$ cat src/rtl/rtc_cal_pkg.sv
package rtc_cal_pkg;

   // Length class of the second currently being counted
   typedef enum logic [1:0] {
      LEN_NOM   = 2'd0,
      LEN_SHORT = 2'd1,
      LEN_LONG  = 2'd2
   } len_kind_e;

   function automatic int unsigned max2(input int unsigned a, input int unsigned b);
      return (a > b) ? a : b;
   endfunction

endpackage

$ cat src/rtl/rtc_cal_len.sv
module rtc_cal_len
   import rtc_cal_pkg::*;
#(
   parameter int unsigned CAL_W     = 5,
   parameter int unsigned SEC_W     = 6,
   parameter int unsigned MIN_W     = 4,
   parameter int unsigned FAST_LOG2 = 3,
   parameter int unsigned SLOW_LOG2 = 4
) (
   input  logic              clk,
   input  logic              rst,
   input  logic              cal_fast_q,
   input  logic [CAL_W-1:0]  cal_mag_q,
   input  logic [SEC_W-1:0]  sec_cnt,
   input  logic [MIN_W-1:0]  min_cnt,
   output len_kind_e         kind
);

   localparam int unsigned CMP_W = max2(CAL_W, SEC_W);

   generate
      if (FAST_LOG2 < 1 || FAST_LOG2 > MIN_W) begin : g_bad_fast
         $error("rtc_cal_len: FAST_LOG2 must lie in 1..MIN_W");
      end
      if (SLOW_LOG2 < 1 || SLOW_LOG2 > MIN_W) begin : g_bad_slow
         $error("rtc_cal_len: SLOW_LOG2 must lie in 1..MIN_W");
      end
   endgenerate

   logic [CMP_W-1:0] sec_ext;
   logic [CMP_W-1:0] mag_ext;
   logic             in_window;
   logic             fast_min;
   logic             slow_min;

   assign sec_ext   = CMP_W'(sec_cnt);
   assign mag_ext   = CMP_W'(cal_mag_q);
   assign in_window = (sec_ext < mag_ext);
   assign fast_min  = (min_cnt[FAST_LOG2-1:0] == '0);
   assign slow_min  = (min_cnt[SLOW_LOG2-1:0] == '0);

   always_comb begin
      kind = LEN_NOM;
      if (in_window) begin
         if (cal_fast_q && fast_min)       kind = LEN_SHORT;
         else if (!cal_fast_q && slow_min) kind = LEN_LONG;
      end
   end

   // a long second only ever falls in a slow-down correcting minute
   a_r4_long_in_slow_min: assert property (@(posedge clk) disable iff (rst)
      (kind == LEN_LONG) |-> (!cal_fast_q && min_cnt[SLOW_LOG2-1:0] == '0));

   // a zero magnitude never yields an adjusted second
   a_r5_zero_mag_nominal: assert property (@(posedge clk) disable iff (rst)
      (cal_mag_q == '0) |-> (kind == LEN_NOM));

endmodule

$ cat src/rtl/rtc_cal_tickdiv.sv
module rtc_cal_tickdiv
   import rtc_cal_pkg::*;
#(
   parameter int unsigned TICKS_PER_SEC = 512
) (
   input  logic      clk,
   input  logic      rst,
   input  logic      tick_en,
   input  len_kind_e kind,
   output logic      sec_end
);

   localparam int unsigned TC_W = $clog2(TICKS_PER_SEC + 1);

   generate
      if (TICKS_PER_SEC < 4) begin : g_bad_ticks
         $error("rtc_cal_tickdiv: TICKS_PER_SEC must be at least 4");
      end
   endgenerate

   logic [TC_W-1:0] tc_q;
   logic [TC_W-1:0] term;

   always_comb begin
      unique case (kind)
         LEN_SHORT: term = TC_W'(TICKS_PER_SEC - 2);
         LEN_LONG:  term = TC_W'(TICKS_PER_SEC);
         default:   term = TC_W'(TICKS_PER_SEC - 1);
      endcase
   end

   assign sec_end = tick_en && (tc_q == term);

   always_ff @(posedge clk) begin
      if (rst) begin
         tc_q <= '0;
      end else if (tick_en) begin
         tc_q <= (tc_q == term) ? '0 : tc_q + 1'b1;
      end
   end

   // the tick count never runs past the longest second
   a_r2_count_bound: assert property (@(posedge clk) disable iff (rst)
      tc_q <= TC_W'(TICKS_PER_SEC));

   // cycles without a tick leave the count untouched
   a_r2_idle_hold: assert property (@(posedge clk) disable iff (rst)
      !tick_en |=> $stable(tc_q));

endmodule

$ cat src/rtl/rtc_cal_timectr.sv
module rtc_cal_timectr #(
   parameter int unsigned SEC_PER_MIN = 60,
   parameter int unsigned MIN_W       = 4
) (
   input  logic                           clk,
   input  logic                           rst,
   input  logic                           sec_end,
   output logic [$clog2(SEC_PER_MIN)-1:0] sec_cnt,
   output logic [MIN_W-1:0]               min_cnt,
   output logic                           wrap
);

   localparam int unsigned SEC_W    = $clog2(SEC_PER_MIN);
   localparam int unsigned SEC_LAST = SEC_PER_MIN - 1;

   generate
      if (SEC_PER_MIN < 2) begin : g_bad_spm
         $error("rtc_cal_timectr: SEC_PER_MIN must be at least 2");
      end
   endgenerate

   assign wrap = sec_end && (sec_cnt == SEC_W'(SEC_LAST));

   always_ff @(posedge clk) begin
      if (rst) begin
         sec_cnt <= '0;
         min_cnt <= '0;
      end else if (sec_end) begin
         if (wrap) begin
            sec_cnt <= '0;
            min_cnt <= min_cnt + 1'b1;
         end else begin
            sec_cnt <= sec_cnt + 1'b1;
         end
      end
   end

   // the second count stays below the minute length
   a_r6_sec_range: assert property (@(posedge clk) disable iff (rst)
      sec_cnt <= SEC_W'(SEC_LAST));

   // a wrap restarts the minute at second 0
   a_r6_wrap_to_zero: assert property (@(posedge clk) disable iff (rst)
      wrap |=> (sec_cnt == '0));

endmodule

$ cat src/rtl/rtc_cal_sec.sv
module rtc_cal_sec
   import rtc_cal_pkg::*;
#(
   parameter int unsigned TICKS_PER_SEC = 512,
   parameter int unsigned SEC_PER_MIN   = 60,
   parameter int unsigned CAL_W         = 5,
   parameter int unsigned FAST_LOG2     = 3,
   parameter int unsigned SLOW_LOG2     = 4,
   parameter bit          MIN_PULSE_EN  = 1'b1
) (
   input  logic             clk,
   input  logic             rst,
   input  logic             tick_en,
   input  logic [CAL_W-1:0] cal_mag,
   input  logic             cal_fast,
   output logic             sec_pulse,
   output logic             min_pulse
);

   localparam int unsigned SEC_W = $clog2(SEC_PER_MIN);
   localparam int unsigned MIN_W = max2(FAST_LOG2, SLOW_LOG2);

   generate
      if ((1 << CAL_W) - 1 >= SEC_PER_MIN) begin : g_bad_cal
         $error("rtc_cal_sec: the largest magnitude must be below SEC_PER_MIN");
      end
   endgenerate

   logic             cal_fast_q;
   logic [CAL_W-1:0] cal_mag_q;
   logic [SEC_W-1:0] sec_cnt;
   logic [MIN_W-1:0] min_cnt;
   logic             sec_end;
   logic             wrap;
   len_kind_e        kind;

   // Trim is sampled per second so a mid-second write waits for the boundary
   always_ff @(posedge clk) begin
      if (rst || sec_end) begin
         cal_fast_q <= cal_fast;
         cal_mag_q  <= cal_mag;
      end
   end

   rtc_cal_len #(
      .CAL_W     (CAL_W),
      .SEC_W     (SEC_W),
      .MIN_W     (MIN_W),
      .FAST_LOG2 (FAST_LOG2),
      .SLOW_LOG2 (SLOW_LOG2)
   ) u_len (
      .clk        (clk),
      .rst        (rst),
      .cal_fast_q (cal_fast_q),
      .cal_mag_q  (cal_mag_q),
      .sec_cnt    (sec_cnt),
      .min_cnt    (min_cnt),
      .kind       (kind)
   );

   rtc_cal_tickdiv #(
      .TICKS_PER_SEC (TICKS_PER_SEC)
   ) u_tickdiv (
      .clk     (clk),
      .rst     (rst),
      .tick_en (tick_en),
      .kind    (kind),
      .sec_end (sec_end)
   );

   rtc_cal_timectr #(
      .SEC_PER_MIN (SEC_PER_MIN),
      .MIN_W       (MIN_W)
   ) u_time (
      .clk     (clk),
      .rst     (rst),
      .sec_end (sec_end),
      .sec_cnt (sec_cnt),
      .min_cnt (min_cnt),
      .wrap    (wrap)
   );

   always_ff @(posedge clk) begin
      if (rst) sec_pulse <= 1'b0;
      else     sec_pulse <= sec_end;
   end

   generate
      if (MIN_PULSE_EN) begin : g_min
         logic min_q;
         always_ff @(posedge clk) begin
            if (rst) min_q <= 1'b0;
            else     min_q <= wrap;
         end
         assign min_pulse = min_q;

         // a minute pulse always coincides with a seconds pulse
         a_r6_min_with_sec: assert property (@(posedge clk) disable iff (rst)
            min_pulse |-> sec_pulse);
      end else begin : g_no_min
         assign min_pulse = 1'b0;
      end
   endgenerate

   // the seconds pulse lasts exactly one cycle
   a_r1_sec_one_cycle: assert property (@(posedge clk) disable iff (rst)
      sec_pulse |=> !sec_pulse);

   // the seconds pulse follows a tick cycle
   a_r1_sec_after_tick: assert property (@(posedge clk) disable iff (rst)
      $rose(sec_pulse) |-> $past(tick_en));

   // the sampled trim holds still inside a second
   a_r7_cal_hold: assert property (@(posedge clk) disable iff (rst)
      !sec_end |=> ($stable(cal_mag_q) && $stable(cal_fast_q)));

endmodule

$ cat config.mk
export PLATFORM = sky130hd
export DESIGN_NAME = rtc_cal_sec
export DESIGN_NICKNAME = d
export VERILOG_FILES = /design/src/rtl/rtc_cal_pkg.sv /design/src/rtl/rtc_cal_len.sv /design/src/rtl/rtc_cal_tickdiv.sv /design/src/rtl/rtc_cal_timectr.sv /design/src/rtl/rtc_cal_sec.sv
export SDC_FILE = /design/constraint.sdc
export NUM_CORES = 1
export LEC_CHECK = 0
export BUFFER_PORTS_ARGS = -buffer_cell sky130_fd_sc_hd__buf_2
export CAP_MARGIN = 10
export CORE_ASPECT_RATIO = 0.75
export CORE_MARGIN = 2
export CORE_UTILIZATION = 61
export CTS_BUF_LIST = sky130_fd_sc_hd__clkbuf_4
export DETAILED_ROUTE_END_ITERATION = 10
export GPL_ROUTABILITY_DRIVEN = 0
export PLACE_DENSITY = 0.91
export SYNTH_ARGS = -nofsm -noshare
export SYNTH_HDL_FRONTEND = slang
export SYNTH_SLANG_ARGS = --single-unit
export TNS_END_PERCENT = 20
$ cat constraint.sdc
create_clock -name clk -period 4.1 [get_ports clk]
set_input_delay 0.82 -clock clk [delete_from_list [all_inputs] [get_ports clk]]
set_output_delay 0.82 -clock clk [all_outputs]
set_load 0.03 [all_outputs]
After elaboration in Yosys (flattened, before gate mapping). Index checks and enable logic that the tools add are counted.

Reduce and logical (&&, ||, !) cells: 9. $lt $le $gt $ge: 1. $add $sub $neg: 3. Equal/unequal tests: 4. Mux-type cells: 6.

Operators with widths (count): $pmux W10 S2 (1); $add A10 B1 Y10 const B (1); $eq A10 B10 Y1 (1); $mux W10 (1); $add A6 B1 Y6 const B (1); $eq A6 B6 Y1 const B (1); $lt A6 B5 Y1 (1); $mux W2 (3); $mux W6 (1); $add A4 B1 Y4 const B (1); $logic_and A1 B1 Y1 (4); $logic_not A4 Y1 (1); $logic_not A3 Y1 (1); $eq A2 B1 Y1 const B (1); $eq A2 B2 Y1 const B (1); $reduce_and A2 Y1 (1); $logic_not A1 Y1 (1); $logic_or A1 B1 Y1 (1).

Flip-flop bits (word level): 28. Word-level logic and storage cells: 30. Bits of input ports: 9. Output and inout bits: 2.

Longest topological paths before layout. Gate-level depths: netlist (run 1).

Depth in word-level cells: 11. Mapped depth: 13. Mapped depth without buffers: 12.

Hierarchy. From an unflattened synthesis (run 1), not the netlist that was laid out.

Cell total of the unflattened synthesis: 142. Area total of the unflattened synthesis: 1436.4 um2.

By module, submodules not included: rtc_cal_tickdiv (cells an instance 58, area each 573.0 um2, times used 1); rtc_cal_timectr (cells an instance 52, area each 483.0 um2, times used 1); rtc_cal_sec (cells an instance 11, area each 239.0 um2, times used 1); rtc_cal_len (cells an instance 21, area each 141.4 um2, times used 1).

Least setup slack after synthesis (run 1). OpenSTA, ideal clock, no wires.

Kind: flip-flop to flip-flop. Start point: register cal_mag_q[4]. End point: register cal_fast_q (enable). Setup slack: 0.821 ns. Arrival: 2.959 ns. Path buffers: 1. Setup time: 0.321 ns. Data required time: 3.779 ns. Stages on the path, launching flop included: 11. Cell sequence: edfxtp_1 > inv_1 > ha_1 > or4b_2 > a2111oi_0 > ha_1 > or4b_4 > o22ai_4 > and2_4 > or2_2 > buf_2.

Word-level cells in the longest chain between the ends: 7. Elaborated cells between the ends (all ways): 8. Classes of those cells: order compare: 1; eq/ne: 3; mux: 2; reduce/logical: 2.

Ends and longest elaborated chain: start, declared (RTL line rtc_cal_sec.sv:30) `logic [CAL_W-1:0] cal_mag_q;`; start signal, assigned (RTL line rtc_cal_sec.sv:41) `cal_mag_q <= cal_mag;`; $lt A6 B5 Y1 * (RTL line rtc_cal_len.sv:38) `assign in_window = (sec_ext < mag_ext);`; $mux W2 * (RTL line rtc_cal_len.sv:44) `if (in_window) begin`; $eq A2 B2 Y1 / $eq A2 B1 Y1 (equally long branches) (RTL line rtc_cal_tickdiv.sv:25) `unique case (kind)`; $pmux W10 S2 * (RTL line rtc_cal_tickdiv.sv:25); $eq A10 B10 Y1 * (RTL line rtc_cal_tickdiv.sv:32) `assign sec_end = tick_en && (tc_q == term);`; $logic_and A1 B1 Y1 * (RTL line rtc_cal_tickdiv.sv:32); $logic_or A1 B1 Y1 * (RTL line rtc_cal_sec.sv:39) `if (rst || sec_end) begin`; end signal, assigned (RTL line rtc_cal_sec.sv:40) `cal_fast_q <= cal_fast;`; end, declared (RTL line rtc_cal_sec.sv:29) `logic cal_fast_q;`.

Every way passes the cells marked *; elsewhere a longest branch is shown, timed or not. A chain may end at the register's enable or synchronous reset.

Worst setup path in the final report (run 1).
Start point: register u_time.min_cnt[0]. End point: register cal_mag_q[2] (enable).

Word-level cells in the longest chain between the ends: 10. Elaborated cells between the ends (all ways): 13. Classes of those cells: eq/ne: 3; mux: 4; reduce/logical: 6.

Ends and longest elaborated chain: start, declared (RTL line rtc_cal_timectr.sv:9) `output logic [MIN_W-1:0] min_cnt,`; start signal, assigned (RTL line rtc_cal_timectr.sv:31) `min_cnt <= min_cnt + 1'b1;`; $logic_not A4 Y1 (RTL line rtc_cal_len.sv:40) `assign slow_min = (min_cnt[SLOW_LOG2-1:0] == '0);`; $logic_and A1 B1 Y1 (RTL line rtc_cal_len.sv:46) `else if (!cal_fast_q && slow_min) kind = LEN_LONG;`; $mux W2 (RTL line rtc_cal_len.sv:46); $mux W2 * (RTL line rtc_cal_len.sv:45) `if (cal_fast_q && fast_min) kind = LEN_SHORT;`; $mux W2 * (RTL line rtc_cal_len.sv:44); $eq A2 B2 Y1 / $eq A2 B1 Y1 (equally long branches) (RTL line rtc_cal_tickdiv.sv:25); $pmux W10 S2 * (RTL line rtc_cal_tickdiv.sv:25); $eq A10 B10 Y1 * (RTL line rtc_cal_tickdiv.sv:32); $logic_and A1 B1 Y1 * (RTL line rtc_cal_tickdiv.sv:32); $logic_or A1 B1 Y1 * (RTL line rtc_cal_sec.sv:39).

Marked as above.

==> results of run 1 <==
-- power by group through the flow --
stage                     registers [µW]  logic (µW)  clock network (µW)
after floorplan                      298        27.2                   0
after global placement               299        32.8                   0
after detailed placement             300        35.6                   0
after CTS                            294        35.9                 119
after global routing                 295        40.3                 132
final                                294        36.1                 118
-- worst min-delay path by stage --
stage                              endpoint  cells past startpoint               from  slack (ns)
after floorplan           u_time.min_cnt[3]                      2  u_time.min_cnt[3]        0.45
after global placement    u_time.min_cnt[3]                      2  u_time.min_cnt[3]        0.48
after detailed placement  u_time.min_cnt[1]                      2  u_time.min_cnt[1]        0.50
after CTS                 u_time.min_cnt[1]                      2  u_time.min_cnt[1]        0.52
after global routing      u_time.min_cnt[3]                      2  u_time.min_cnt[3]        0.55
final                     u_time.min_cnt[3]                      2  u_time.min_cnt[3]        0.52
-- synthesized netlist by cell type, drive strengths merged (2+ instances only) --
| library cell | n | area (µm²) |
|---|---|---|
| a21o | 3 | 22.52 |
| a21oi | 5 | 25.02 |
| buf | 2 | 25.02 |
| clkbuf | 2 | 7.510 |
| dfxtp | 22 | 440.4 |
| edfxtp | 6 | 180.2 |
| ha | 9 | 112.6 |
| inv | 8 | 30.03 |
| mux2i | 3 | 30.03 |
| nand2 | 5 | 18.77 |
| nand2b | 3 | 18.77 |
| nand3 | 7 | 47.55 |
| nand4 | 5 | 31.28 |
| nor2 | 22 | 82.58 |
| nor2b | 2 | 12.51 |
| o21ai | 3 | 15.01 |
| or4b | 2 | 23.77 |
| xnor2 | 6 | 52.55 |
| xor2 | 6 | 52.55 |
-- kinds of logic (layout without fill, tap and decap cells) --
group,after synthesis,in the layout
simple gates,55,55
flops,28,28
compound gates,20,20
xor+xnor,12,12
buf+inv,12,22
fa+ha+maj,9,9
mux,3,3
-- layout make-up --
class	count	share of cell area, %
clock buffer	3	1.515
clock inverter	1	0.2525
inverter	8	2.020
multi-input combinational	99	48.99
sequential	28	41.75
tap	25	2.104
timing repair buffer	10	3.367
-- critical path: cells and delay by family, from the launching register on --
kind | cells | cell delay (ns)
fa+ha+maj | 2 | 0.48
compound gates | 2 | 0.85
flops | 1 | 0.36
buf+inv | 1 | 0.11
simple gates | 4 | 1.70
-- placed cells by master (no fill, tap or decap), types with 2 or more instances in the layout --
master	n
inv_1	8
a21o_1	3
nand2_1	5
clkbuf_4	3
nand2b_1	3
nor2b_1	2
mux2i_1	3
o21ai_0	3
nand3_1	6
xnor2_1	6
edfxtp_1	6
buf_2	10
nor2_1	22
nand4_1	5
xor2_1	6
dfxtp_1	22
a21oi_1	5
ha_1	9
-- per-stage QoR --
stage	cell area, µm²	total power [µW]	worst slack [ns]	hold slack [ns]
final	1486	448.5	0.2802	0.5159
after global routing	1486	467.2	0.01681	0.5488
after CTS	1486	449.4	0.3934	0.5154
after detailed placement	1460	335.8	0.4180	0.4951
after global placement	1460	332.2	0.6803	0.4772
after floorplan	1411	325.6	0.8205	0.4548
-- metal layers --
layer / part of all wire, % / wire length (µm) / up-vias
met2: 49 / 1356 / 38
met5: 0 / 0 / -
met3: 5.6 / 155 / 13
met1: 42 / 1168 / 508
li1: - / - / 512
met4: 3.2 / 88 / 0
-- registers in the layout, indices dropped and copies added (netlist names) --
name	flops
min_pulse	1
cal_mag_q	5
cal_fast_q	1
u_time.sec_cnt	6
u_time.min_cnt	4
sec_pulse	1
u_tickdiv.tc_q	10
==> results.toml, run 1 <==
[grt]
antenna_found_initial = 0
use_met3_pct = 7.955
grt_max_degree = 17
busiest_layer = "met2"
grt_first_pass_wirelength_mm = 4.498
overflow = 0
grt_use_met2_pct = 38.68
grtUsageMet1_pct = 26.51
gr-usage-all-layers_pct = 22.95
first_global_vias = 1042

[setup_path]
cp_slowest_stage_delay_ns = 0.61
crit_fanout = 16
worst_setup_path_start_kind = "flip-flop"
cp.arrival_ns = 3.85
crit_path_frequent_cell = "ha_1"
crit_chain = "inv_1, ha_1, or4b_2, a2111oi_0, ha_1, or4b_4, o22ai_4, and2_4, or2_2"
cp-startpoint = "u_time.min_cnt[0]"
crit_path_end = "cal_mag_q[2]"
r2r_slack_ns = 0.28
rr_worst_depth = 9
r2r-start = "u_time.min_cnt[0]"
worstPathRequired_ns = 4.13
worstSetupEndpointType = "flip-flop"
rr_endpoint = "cal_mag_q[2]"
cp_slowest_cell = "or4b_2"
setup.worst_path.class = "flip-flop to flip-flop"

[cts]
clk_latency_ns = 0.34
htree_levels = 1
post_cts_buffers = 0
cts_tree = "yes"
clk_pin_slew_ns = 0.15
clock-sinks = 28
cts-resized-gates = 0
cts.path.max_buffers = 2
numCtsBuffers = 3
cts-root-buf = "clkbuf_4"
cts_hold_buf = 0

[yosys]
muxShareOfSynthArea_pct = 2.128
synth_seq_cells = 28
yosysWarnings = 0
synth_compound_area_share_pct = 12.15
syn_inst = 139
netlist_area_um2 = 1411
synth_edf_count = 6
async_flop_share_pct = 0
synth_xor_area_share_pct = 7.447
ys_types = 40
syn_nets = 157
synthFlopType = "dfxtp_1"
synth-adder-area-share_pct = 7.979
syn_area_per_cell_um2 = 10.15
ys_seq_area_share_pct = 43.97
synth_top_family_by_area = "simple AND/OR/NAND/NOR gates"
synth-simple-area-share_pct = 21.90

[floorplanning]
dieWidth_um = 59.54
num_io_pins = 11
die_y_um = 45.66
die_area_um2 = 2718
initial_core_util_pct = 62.67
core-area_um2 = 2252
row_count = 15

[place]
place.port_buffers = 10
place_inst = 170
dp_hpwl_mm = 2.039

[layout]
post-route-util_pct = 66.00
multiInputGateArea_um2 = 728.2
seq_area_um2 = 620.6
antenna_cells = 0
syn_to_final_growth_pct = 5.319
drive_above_1_share_pct = 16.11
layout.nets = 168
nFillCells = 190
fin_cells = 174

[routing]
drt_wl_total_mm = 2.768
drt_iter0_markers = 37
first_pass_iters = 4
postRouteAntennaNets = 0
viasPerCell = 6.155
drc = 0
vias = 1071
wire_per_inst_um = 15.91

[sta]
max_slew_margin_pct = 59.14
final_hold_viol_count = 0
fin_setup_tns_ns = 0
max_freq_ghz = 0.2618
slew_violations = 0
tightest_slew_ns = 0.5974
fin_crit_sh_pct = 93.17
fin_skew_ns = 0.007299
setup_viol = 0
period_needed_ns = 3.820
rsz0062_at_grt = "false"

[power_and_ir_drop]
clock_power_share_pct = 26.4
netSwitchingFraction_pct = 23.71
internal_power_uw = 342.2
ir_drop_mv = 0.1677
p_sw_uw = 106.3
pwr-share-comb_pct = 8.0
p_leak_uw = 0.0006253
p_seq_share_pct = 65.6
powerDensity_nw_per_um2 = 301.7

[min_path]
hp-class = "flip-flop to flip-flop"

[status]
status = "complete, no violations"

[flow_run]
drv_cap = 0
No activity file was read; power rests on OpenSTA's default activity.
==> run 2, diff against run 1 <==
Settings changed: RECOVER_POWER set to 50.
==> run 2 against run 1 <==
Sequential cell count unchanged; count of clock-buffer cells in the layout unchanged; non-clock buffer count unchanged; sequential power about the same; critical endpoint unchanged; largest cell class unchanged; largest power group unchanged.
==> results.toml, run 2 (same netlist as run 1, synthesis figures left out) <==
[status]
status = "complete, no violations"

[sta]
final_hold_viol_count = 0
whs_ns = 0.5146
fin_crit_sh_pct = 92.01
tightest_slew_ns = 0.5976
period_needed_ns = 3.773
fin_setup_tns_ns = 0
rsz0062_at_grt = "false"
max_slew_margin_pct = 59.13
slew_violations = 0
setup_viol = 0
max_freq_ghz = 0.2651
fin_skew_ns = 0.006884

[setup_path]
r2r-start = "u_time.min_cnt[0]"
cp-startpoint = "u_time.min_cnt[0]"
worstPathRequired_ns = 4.13
crit_fanout = 16
path_depth = 9
cp_top_family = "simple AND/OR/NAND/NOR gates"
worstSetupEndpointType = "flip-flop"
worst_setup_path_start_kind = "flip-flop"
critPathBufInv = 1
cp.arrival_ns = 3.80
setup.worst_path.class = "flip-flop to flip-flop"
cp_slowest_cell = "or4b_2"
rr_worst_depth = 9
crit_chain = "inv_1, ha_1, or4b_2, a2111oi_0, ha_1, or4b_4, o22ai_4, and2_4, or2_2"
crit_path_frequent_cell = "ha_1"
cp_slowest_stage_delay_ns = 0.61

[power_and_ir_drop]
powerDensity_nw_per_um2 = 304.6
power_uw = 448.1
p_leak_uw = 0.0006163
ir_drop_mv = 0.1669

[routing]
viasPerCell = 6.132
drt_iter0_markers = 48
vias = 1067
postRouteAntennaNets = 0
drt_wl_total_mm = 2.761
wire_per_inst_um = 15.87
drc = 0
first_pass_iters = 4

[layout]
syn_to_final_growth_pct = 4.255
reg.largest.list = "u_tickdiv.tc_q x10, u_time.sec_cnt x6, cal_mag_q x5"
final_cell_area_um2 = 1471
drive_above_1_share_pct = 14.09
antenna_cells = 0
largest_register = "u_tickdiv.tc_q"
final_cell_mix = "22 x nor2_1, 22 x dfxtp_1, 9 x ha_1"
layout.nets = 168
largest_reg_flops = 10

[cts]
clk_latency_ns = 0.34
cts.path.max_buffers = 2
numCtsBuffers = 3
cts_tree = "yes"
htree_levels = 1
post_cts_buffers = 0
clock-sinks = 28
clk_pin_slew_ns = 0.15
cts-root-buf = "clkbuf_4"
cts_hold_buf = 0
cts-resized-gates = 0

[min_path]
hp-class = "flip-flop to flip-flop"
min_from = "u_time.min_cnt[3]"
worstHoldPathCells = 2

[flow_run]
drv_cap = 0

[grt]
antenna_found_initial = 0
gr-usage-all-layers_pct = 22.95
grt_max_degree = 17
first_global_vias = 1042
grt_first_pass_wirelength_mm = 4.498
overflow = 0

[floorplanning]
dieWidth_um = 59.54
die_area_um2 = 2718
initial_core_util_pct = 62.67
row_count = 15
die_y_um = 45.66
num_io_pins = 11
core-area_um2 = 2252

[place]
place.port_buffers = 10
dp_hpwl_mm = 2.039
place_area_um2 = 1460
run 2: worst paths after layout:
path	to	slack (ns)
hold reg to reg	u_time.min_cnt[3]	0.51
hold / removal	u_time.min_cnt[3]	0.51
setup / recovery	cal_mag_q[2]	0.33
setup reg to reg	cal_mag_q[2]	0.33
run 2: per-layer routing:
layer	wire (µm)	track usage, %	vias to the layer above
met1	1170	26.51	512
met3	125	7.955	13
met5	0	0	-
li1	-	-	511
met2	1376	38.68	31
met4	89	10.67	0
run 2: power by group:
part / switching [µW] / internal [µW] / leakage [µW]
combinational: 17.9 / 17.4 / 0.000365
sequential: 5.20 / 289 / 0.000236
clock: 82.9 / 35.9 / 0.0000154
total: 106 / 342 / 0.000616
run 2: tightest hold or removal path, delay by kind of cell (launching register included):
kind               cells  cell delay (ns)
DFF                    1             0.35
AOI/OAI and AO/OA      2             0.14
run 2: cell type report:
cell class | count | area [µm²]
flip-flops and latches | 28 | 620.6
clock inverters | 1 | 3.754
inverters | 8 | 30.03
repair buffers | 10 | 47.55
multi-input cells | 99 | 715.7
clock buffers | 3 | 22.52
well taps | 25 | 31.28
fillers | 192 | 780.7
run 2: stage by stage:
stage | cells | utilization (%) | worst slack, ns
after floorplan | 139 | - | 0.8205
after global placement | 170 | 64.83 | 0.6803
after detailed placement | 170 | 64.83 | 0.4180
after CTS | 174 | 66.00 | 0.3934
after global routing | 174 | 65.33 | 0.05641
final | 174 | 65.33 | 0.3274
==> run 3, diff against run 2 <==
Settings changed: CORE_MARGIN 2 to not set, PLACE_DENSITY 0.91 to 0.88.
==> run 3 against run 2 <==
Wire length fell by 7.4%; sequential share of layout area rose by 0.29 points; register-to-register slack improved by 0.12 ns; sequential power barely moved; setup slack improved by 0.12 ns; die area fell by 7.6%; sequential cell count did not move; power fell by 0.44%; critical path depth rose by 1; fmax rose by 3.2%; clock power barely moved; global-route usage fell by 0.33 points.
==> results.toml, run 3 (same netlist as run 1, synthesis figures left out) <==
[cts]
htree_levels = 1
numCtsBuffers = 3
cts_tree = "yes"
clk_pin_slew_ns = 0.15
clock-sinks = 28
clk_latency_ns = 0.34
cts_hold_buf = 0
cts-root-buf = "clkbuf_4"
cts-resized-gates = 0
cts.path.max_buffers = 2
post_cts_buffers = 0

[sta]
fin_skew_ns = 0.01175
fin_setup_tns_ns = 0
tightest_slew_ns = 0.4701
rsz0062_at_grt = "false"
final.setup.worst_slack_ns = 0.4430
fin_crit_sh_pct = 89.20
max_slew_margin_pct = 67.85
setup_viol = 0
max_freq_ghz = 0.2734
period_needed_ns = 3.657
final_hold_viol_count = 0
slew_violations = 0

[min_path]
worstHoldPathCells = 2
hp-class = "flip-flop to flip-flop"

[setup_path]
crit_path_frequent_cell = "a21o_1"
critPathBufInv = 0
cp_slowest_cell = "a2111oi_0"
rr_worst_depth = 10
cp_slowest_stage_delay_ns = 0.50
worstPathRequired_ns = 4.13
worstSetupEndpointType = "flip-flop"
crit_fanout = 16
setup.worst_path.class = "flip-flop to flip-flop"
crit_chain = "ha_1, a21o_1, a21o_1, a21o_1, a2111oi_0, ha_1, or4b_1, o22ai_4, and2_4, or2_2"
path_depth = 10
cp.arrival_ns = 3.69
worst_setup_path_start_kind = "flip-flop"
cp_top_family = "compound AO/OA/AOI/OAI gates"

[floorplanning]
num_io_pins = 11
die_area_um2 = 2512
core-area_um2 = 2085
dieWidth_um = 57.54
die_y_um = 43.66
initial_core_util_pct = 67.71
row_count = 14

[routing]
drt_iter0_markers = 24
drt_wl_total_mm = 2.558
wire_per_inst_um = 14.79
first_pass_iters = 4
drc = 0
postRouteAntennaNets = 0
viasPerCell = 5.936
vias = 1027

[place]
dp_hpwl_mm = 1.923
pre_cts_slack_ns = 0.4546
place.port_buffers = 10

[grt]
grt_max_degree = 17
overflow = 0
gr-usage-all-layers_pct = 22.62
first_global_vias = 955
grt_first_pass_wirelength_mm = 4.188
antenna_found_initial = 0

[layout]
final_cell_mix = "22 x nor2_1, 22 x dfxtp_1, 9 x ha_1"
largest_reg_flops = 10
largest_register = "u_tickdiv.tc_q"
drive_above_1_share_pct = 12.75
reg.largest.list = "u_tickdiv.tc_q x10, u_time.sec_cnt x6, cal_mag_q x5"
post-route-util_pct = 70.11
layout.nets = 168
syn_to_final_growth_pct = 3.546
antenna_cells = 0

[power_and_ir_drop]
powerDensity_nw_per_um2 = 305.3
p_leak_uw = 0.0006135
ir_drop_mv = 0.1490

[status]
status = "complete, no violations"

[flow_run]
drv_cap = 0
## run 3: cell count changes in the layout (fill, tap and decap cells not counted)
cell      delta
a211oi_1     +1
or4b_1       +1
a211oi_2     -1
or4b_4       -1
## run 3: routing by layer
| layer | track usage [%] | vias to the layer above | wire [µm] |
|---|---|---|---|
| li1 | - | 510 | - |
| met1 | 28.24 | 488 | 1219 |
| met2 | 36.74 | 23 | 1199 |
| met3 | 7.463 | 6 | 106 |
| met4 | 8.780 | 0 | 33 |
| met5 | 0 | - | 0 |
## run 3: stage by stage
| step | cells | hold slack [ns] | total power [µW] | cell area, µm² |
|---|---|---|---|---|
| after floorplan | 139 | 0.4548 | 325.6 | 1411 |
| after global placement | 169 | 0.4801 | 332.3 | 1459 |
| after detailed placement | 169 | 0.4748 | 335.5 | 1459 |
| after CTS | 173 | 0.4941 | 450.0 | 1485 |
| after global routing | 173 | 0.5621 | 459.7 | 1461 |
| final | 173 | 0.5006 | 446.2 | 1461 |
## run 3: worst paths after layout
kind	startpoint	end	slack (ns)
max	u_time.sec_cnt[1]	cal_mag_q[4]	0.44
min	u_time.min_cnt[3]	u_time.min_cnt[3]	0.50
max reg2reg	u_time.sec_cnt[1]	cal_mag_q[4]	0.44
min reg2reg	u_time.min_cnt[3]	u_time.min_cnt[3]	0.50
## run 3: power breakdown
group	switching [µW]	total [µW]	internal, µW
logic	17.4	33.9	16.6
clock network	82.4	118	35.9
registers	5.07	294	289
total	105	446	341
## run 3: cell type report
cell class / count / area (µm²)
Clock inverter: 1 / 3.754
Sequential cell: 28 / 620.6
Multi-Input combinational cell: 99 / 706.9
Timing Repair Buffer: 10 / 47.55
Tap cell: 24 / 30.03
Inverter: 8 / 30.03
Clock buffer: 3 / 22.52
Fill cell: 161 / 623.1
## run 3: tightest hold or removal path, stage by stage (launching register included)
cell	delay, ns
dfxtp_1	0.34
o21ai_0	0.07
a21oi_1	0.06
